===== config.mk =====
export PLATFORM = sky130hd
export DESIGN_NAME = mlq_quad
export DESIGN_NICKNAME = d
export VERILOG_FILES = /design/src/rtl/mlq_pkg.sv /design/src/rtl/mlq_ctrl.sv /design/src/rtl/mlq_mux.sv /design/src/rtl/mlq_hold.sv /design/src/rtl/mlq_quad.sv
export SDC_FILE = /design/constraint.sdc
export NUM_CORES = 1
export LEC_CHECK = 0
export ABC_AREA = 1
export BUFFER_PORTS_ARGS = -buffer_cell sky130_fd_sc_hd__buf_4
export CORE_AREA = 2 2 39 41
export CTS_CLUSTER_SIZE = 8
export DETAILED_ROUTE_END_ITERATION = 7
export DIE_AREA = 0 0 41 43
export GPL_ROUTABILITY_DRIVEN = 0
export PLACE_DENSITY = 0.6
export RECOVER_POWER = 25
export REMOVE_ABC_BUFFERS = 1
export SLEW_MARGIN = 15
export SYNTH_ARGS = -nofsm -noshare
export SYNTH_HDL_FRONTEND = slang
export SYNTH_HIERARCHICAL = 1
export SYNTH_SLANG_ARGS = --single-unit

===== constraint.sdc =====
create_clock -name clk -period 1.55 [get_ports clk]
set_input_delay 0.31 -clock clk [delete_from_list [all_inputs] [get_ports clk]]
set_output_delay 0.31 -clock clk [all_outputs]
set_load 0.005 [all_outputs]

===== src/rtl/mlq_pkg.sv =====
// Shared types for the quad multiplexing latch.
// Assumes the select encoding is fixed by the slice behaviour listed below.
package mlq_pkg;

    // Select code shared by all slices
    typedef enum logic [1:0] {
        SRC_A    = 2'b00,  // pass first source
        SRC_ZERO = 2'b01,  // force LOW
        SRC_OR   = 2'b10,  // OR of both sources
        SRC_B    = 2'b11   // pass second source
    } src_sel_e;

endpackage


===== src/rtl/mlq_ctrl.sv =====
// Control decode: combines the two active-low enables into one open flag
// and folds the synchronous reset and master reset into one clear request.
// Assumes all inputs are already synchronous to clk where it matters.
module mlq_ctrl (
    input  logic en1_n,
    input  logic en2_n,
    input  logic rst_n,
    input  logic mrst,
    output logic open,
    output logic clear
);

    // Stage opens only when both enables are low
    always_comb begin
        open  = ~en1_n & ~en2_n;
        clear = ~rst_n | mrst;
    end

endmodule


===== src/rtl/mlq_mux.sv =====
// One-bit source combiner for a slice.
// Assumes the select code uses the encoding of mlq_pkg::src_sel_e.
module mlq_mux
    import mlq_pkg::*;
(
    input  logic [1:0] sel,
    input  logic       da,
    input  logic       db,
    output logic       y
);

    src_sel_e mode;

    // Choose or combine the two sources per the select code
    always_comb begin
        mode = src_sel_e'(sel);
        case (mode)
            SRC_A:    y = da;
            SRC_ZERO: y = 1'b0;
            SRC_OR:   y = da | db;
            SRC_B:    y = db;
            default:  y = 1'b0;
        endcase
    end

endmodule


===== src/rtl/mlq_hold.sv =====
// Sampled storage bit standing in for a level latch: loads while open,
// clears on request, otherwise keeps its value.
// Assumes clear has priority over load.
module mlq_hold (
    input  logic clk,
    input  logic clear,
    input  logic load,
    input  logic d,
    output logic held
);

    // Update the held bit once per clock
    always_ff @(posedge clk) begin
        if (clear)
            held <= 1'b0;
        else if (load)
            held <= d;
    end

endmodule


===== src/rtl/mlq_quad.sv =====
// Quad two-source multiplexing latch. W slices share the select code,
// both enables and both resets. Each slice passes its combined value
// straight through while open and shows its held bit while closed.
// Master reset overrides the output combinationally.
// Assumes inputs change away from the active clock edge.
module mlq_quad #(
    parameter int W = 4
) (
    input  logic         clk,
    input  logic         rst_n,
    input  logic         mrst,
    input  logic         en1_n,
    input  logic         en2_n,
    input  logic [1:0]   sel,
    input  logic [W-1:0] din_a,
    input  logic [W-1:0] din_b,
    output logic [W-1:0] q,
    output logic [W-1:0] q_n
);

    logic open;
    logic clear;

    mlq_ctrl u_ctrl (
        .en1_n (en1_n),
        .en2_n (en2_n),
        .rst_n (rst_n),
        .mrst  (mrst),
        .open  (open),
        .clear (clear)
    );

    for (genvar i = 0; i < W; i++) begin : g_slice
        logic mux_y;
        logic held;

        mlq_mux u_mux (
            .sel (sel),
            .da  (din_a[i]),
            .db  (din_b[i]),
            .y   (mux_y)
        );

        mlq_hold u_hold (
            .clk   (clk),
            .clear (clear),
            .load  (open),
            .d     (mux_y),
            .held  (held)
        );

        // Drive the slice outputs: reset, then pass-through, then held bit
        always_comb begin
            if (mrst)
                q[i] = 1'b0;
            else if (open)
                q[i] = mux_y;
            else
                q[i] = held;
            q_n[i] = ~q[i];
        end
    end

endmodule


Word-level counts from Yosys, hierarchy flattened
Cells that the tools add are included.

word-level totals
  input port bits = 15
  register bits = 4
  output and inout bits = 8

operators by class
  reduce and logical (&&, ||, !) cells = 1
  mux-type cells = 12
  equal/unequal tests = 3
  bitwise operators = 13

operator list
  operator                                                               count
  1-bit case mux with 4 select lines                                     4
  1-bit two-way mux                                                      8
  1-bit NOT                                                              7
  1-bit bitwise OR                                                       5
  2-bit equality test, second input constant                             2
  2-bit by 1-bit equality test with 1-bit output, second input constant  1
  2-bit zero test                                                        1
  1-bit bitwise AND                                                      1

Longest topological paths before layout
  depth after elaboration = 5
  mapped depth = 7
  gate-level depth less buffers = 7

Hierarchy
The synthesis kept the hierarchy.

by module, submodules not included
  module    sequential area each (µm²)  instances  cells each  area an instance (µm²)
  mlq_hold  20.0                        4          7           45.0
  mlq_quad  0.0                         1          30          135.1
  mlq_mux   0.0                         4          4           15.0
  mlq_ctrl  0.0                         1          3           11.3

Worst setup path after synthesis
Ideal clock, no wire load.

  kind = input port to output port
  start = input port en2_n
  end = output port q_n[0]
  cell stages on the path = 5
  path slack = 0.199 ns
  data arrival time = 1.041 ns
  path buffers = 1
  cell sequence = nor2_1 buf_6 nor2_2 nor2_1 nand2_1

between the ends
  longest elaborated chain between the ends = 5

ends and longest elaborated chain
  element             line            RTL
  start: declaration  mlq_quad.sv:13  input logic en2_n,
  1-bit NOT           mlq_ctrl.sv:15  open = ~en1_n & ~en2_n;
  1-bit bitwise AND   mlq_ctrl.sv:15
  1-bit two-way mux   --
  1-bit two-way mux   mlq_quad.sv:54  if (mrst)
  1-bit NOT           mlq_quad.sv:60  q_n[i] = ~q[i];
  end: declaration    mlq_quad.sv:18  output logic [W-1:0] q_n

Every way passes these cells.

Worst setup path in the final report
  start = input port en2_n
  end = output port q_n[0]

between the ends
  longest elaborated chain between the ends = 5

ends and longest elaborated chain
  element            line            RTL
  1-bit NOT          mlq_ctrl.sv:15
  1-bit bitwise AND  mlq_ctrl.sv:15
  via open           mlq_quad.sv:21  logic open;
  1-bit two-way mux  --
  1-bit two-way mux  mlq_quad.sv:54
  1-bit NOT          mlq_quad.sv:60

The timed path passes the listed nets, and every way through them passes these cells.

==> results.sh <==
export IMPL_vdd_drop_max_uv=503
export IMPL_drc=0
export IMPL_avgSynthCellArea_um2=5.02
export IMPL_final_max_slew_viol_count=0
export IMPL_synth_largest_area_cell="nand2_1"
export IMPL_period_minus_slack_ns=1.41
export IMPL_fill_cells=166
export IMPL_first_iter_violations=2
export IMPL_fp_row_count=14
export IMPL_initial_utilization_pct=27.9
export IMPL_largestRegisters="g_slice.u_hold/held x4"
export IMPL_holdCritStartpoint="rst_n"
export IMPL_first_pass_iters=3
export IMPL_via_count=477
export IMPL_setup_viol=0
export IMPL_syn2layout_area_growth_pct=56.0
export IMPL_yosysSeqAreaShare_pct=20.7
export IMPL_fin_area_um2=603
export IMPL_end_kind="output port"
export IMPL_synthTopCellsByArea="nand2_1 32%, dfxtp_1 21%, inv_1 17%"
export IMPL_postCtsHoldBufs=0
export IMPL_yosysWarnings=6
export IMPL_drive_gt1_share_pct=33.3
export IMPL_dp_cells=115
export IMPL_clockBufferDepth=2
export IMPL_power_total_w=0.000352
export IMPL_cts_buffers=3
export IMPL_vias_per_cell=4.04
export IMPL_crit_path_start="en2_n"
export IMPL_cts_tree="built"
export IMPL_grt_overflow=0
export IMPL_diodes=0
export IMPL_antenna_found_initial=0
export IMPL_tns_ns=0
export IMPL_grt_max_degree=17
export IMPL_cp_max_fo=16
export IMPL_hold_viol_final=0
export IMPL_dpl_cell_area_um2=581
export IMPL_critPathLaunchType="input pin"
export IMPL_grt_pass1_wl_mm=1.40
export IMPL_clock_sinks=4
export IMPL_cap_violations=0
export IMPL_grt_total_usage_pct=11.7
export IMPL_layout_common_cells="33 x nand2_1, 21 x buf_4, 18 x inv_1, 13 x nor2_1, 7 x nor2_2"
export IMPL_rsz0062_at_grt="no"
export IMPL_hpwl_um=750
export IMPL_cts_root_buf="clkbuf_4"
export IMPL_critPathArrivalTime_ns=1.10
export IMPL_wl_um=884
export IMPL_seq_area_um2=80.1
export IMPL_r2r_start="g_slice[1].u_hold/held$_SDFFE_PP0P_"
export IMPL_htree_levels=1
export IMPL_cp_required_ns=1.24
export IMPL_coreArea_um2=1380
export IMPL_io_pins=23
export IMPL_cp_buffers_inverters=3
export IMPL_syn_area_um2=387
export IMPL_worst_pin_slew_ns=0.194
export IMPL_insertion_delay_ns=0.23
export IMPL_min_period_over_period_pct=91.2
export IMPL_syn_instance_count=77
export IMPL_nets=119
export IMPL_die_area_um2=1760
export IMPL_multi_input_area_um2=228
export IMPL_crit_top_cell="nor2_1"
export IMPL_chipHeight_um=43
export IMPL_io_buffers=22
export IMPL_path_clk_slew_ns=0.04
export IMPL_ant_nets=0
export IMPL_min_path_type="input pin to flop"
export IMPL_cpPeakStageDelay_ns=0.18
export IMPL_die_w_um=41
export IMPL_fmax_mhz=707
export IMPL_largest_register_ffs=4
export IMPL_ys_ff_latch=4
export IMPL_ys_types=7
export IMPL_regMostFlops="g_slice.u_hold/held"
export IMPL_status="complete, no violations"
export IMPL_powerDensity_nw_per_um2=583
export IMPL_final_common_cell="nand2_1"
export IMPL_first_global_vias=411
export IMPL_post_route_util_pct=43.6
export IMPL_crit_family="buffers and inverters"
export IMPL_ctsResizeCount=0
export IMPL_cts_setup_buffers=0
export IMPL_synth_top_area_share_pct=32.0
export IMPL_crit_chain="clkbuf_4, nor2_1, buf_12, nor2_2, nor2_1, nand2_1, buf_4"
export IMPL_path_class="input pin to output port"
export IMPL_routedWlPerCell_um=7.49
export IMPL_final_cells=118
export IMPL_p_leak_nw=0.374
export IMPL_crit_path_top_delay_cell="nor2_1"
export IMPL_slew_headroom_pct=87.0
export IMPL_finClkSkew_ns=0
## per-layer routing
metal / track usage (%) / routed length (um) / vias to the layer above
li1: - / - / 264
met1: 11.9 / 402 / 202
met4: 6.67 / 0 / 0
met2: 18.1 / 424 / 11
met5: 0 / 0 / -
met3: 6.28 / 56 / 0
## cells by family after synthesis
logic type,count (synthesis),synth area share (%)
buffers and inverters,19,20.4
flip-flops,4,20.7
AND/OR/NAND/NOR,54,58.9
## per-stage QoR
step	hold WS (ns)	setup WS [ns]
6_report	0.462	0.136
3_5_place_dp	0.511	0.132
4_1_cts	0.462	0.133
2_1_floorplan	0.485	-0.0347
3_3_place_gp	0.508	0.175
5_1_grt	0.507	0.0631
## power by group
part           internal (W)  switching, W  total [W]
registers          0.000107    0.00000257   0.000110
clock network     0.0000863     0.0000378   0.000124
logic             0.0000624     0.0000557   0.000118
## synth_stat cells (all sizes together)
cell type and count:
buf 1, dfxtp 4, inv 18, nand2 33
nor2 21
## area by class of cell
type | count | area share [%]
Sequential cell | 4 | 13.3
Multi-Input combinational cell | 54 | 37.8
Clock buffer | 3 | 3.73
Inverter | 18 | 11.2
Timing Repair Buffer | 23 | 30.7
Tap cell | 16 | 3.32
## worst min-delay path, cell delays in order
cell and delay, ns:
buf_4 0.07, nand2_1 0.09, inv_1 0.06, nand2_1 0.05, nor2_2 0.06
## worst paths after layout
kind,end,slack [ns],cells past startpoint
min,g_slice[3].u_hold/held$_SDFFE_PP0P_,0.46,5
max reg2reg,g_slice[1].u_hold/held$_SDFFE_PP0P_,0.94,2
min reg2reg,g_slice[2].u_hold/held$_SDFFE_PP0P_,0.52,2
max,q_n[0],0.14,7
Power figures use the tool's default switching activity.
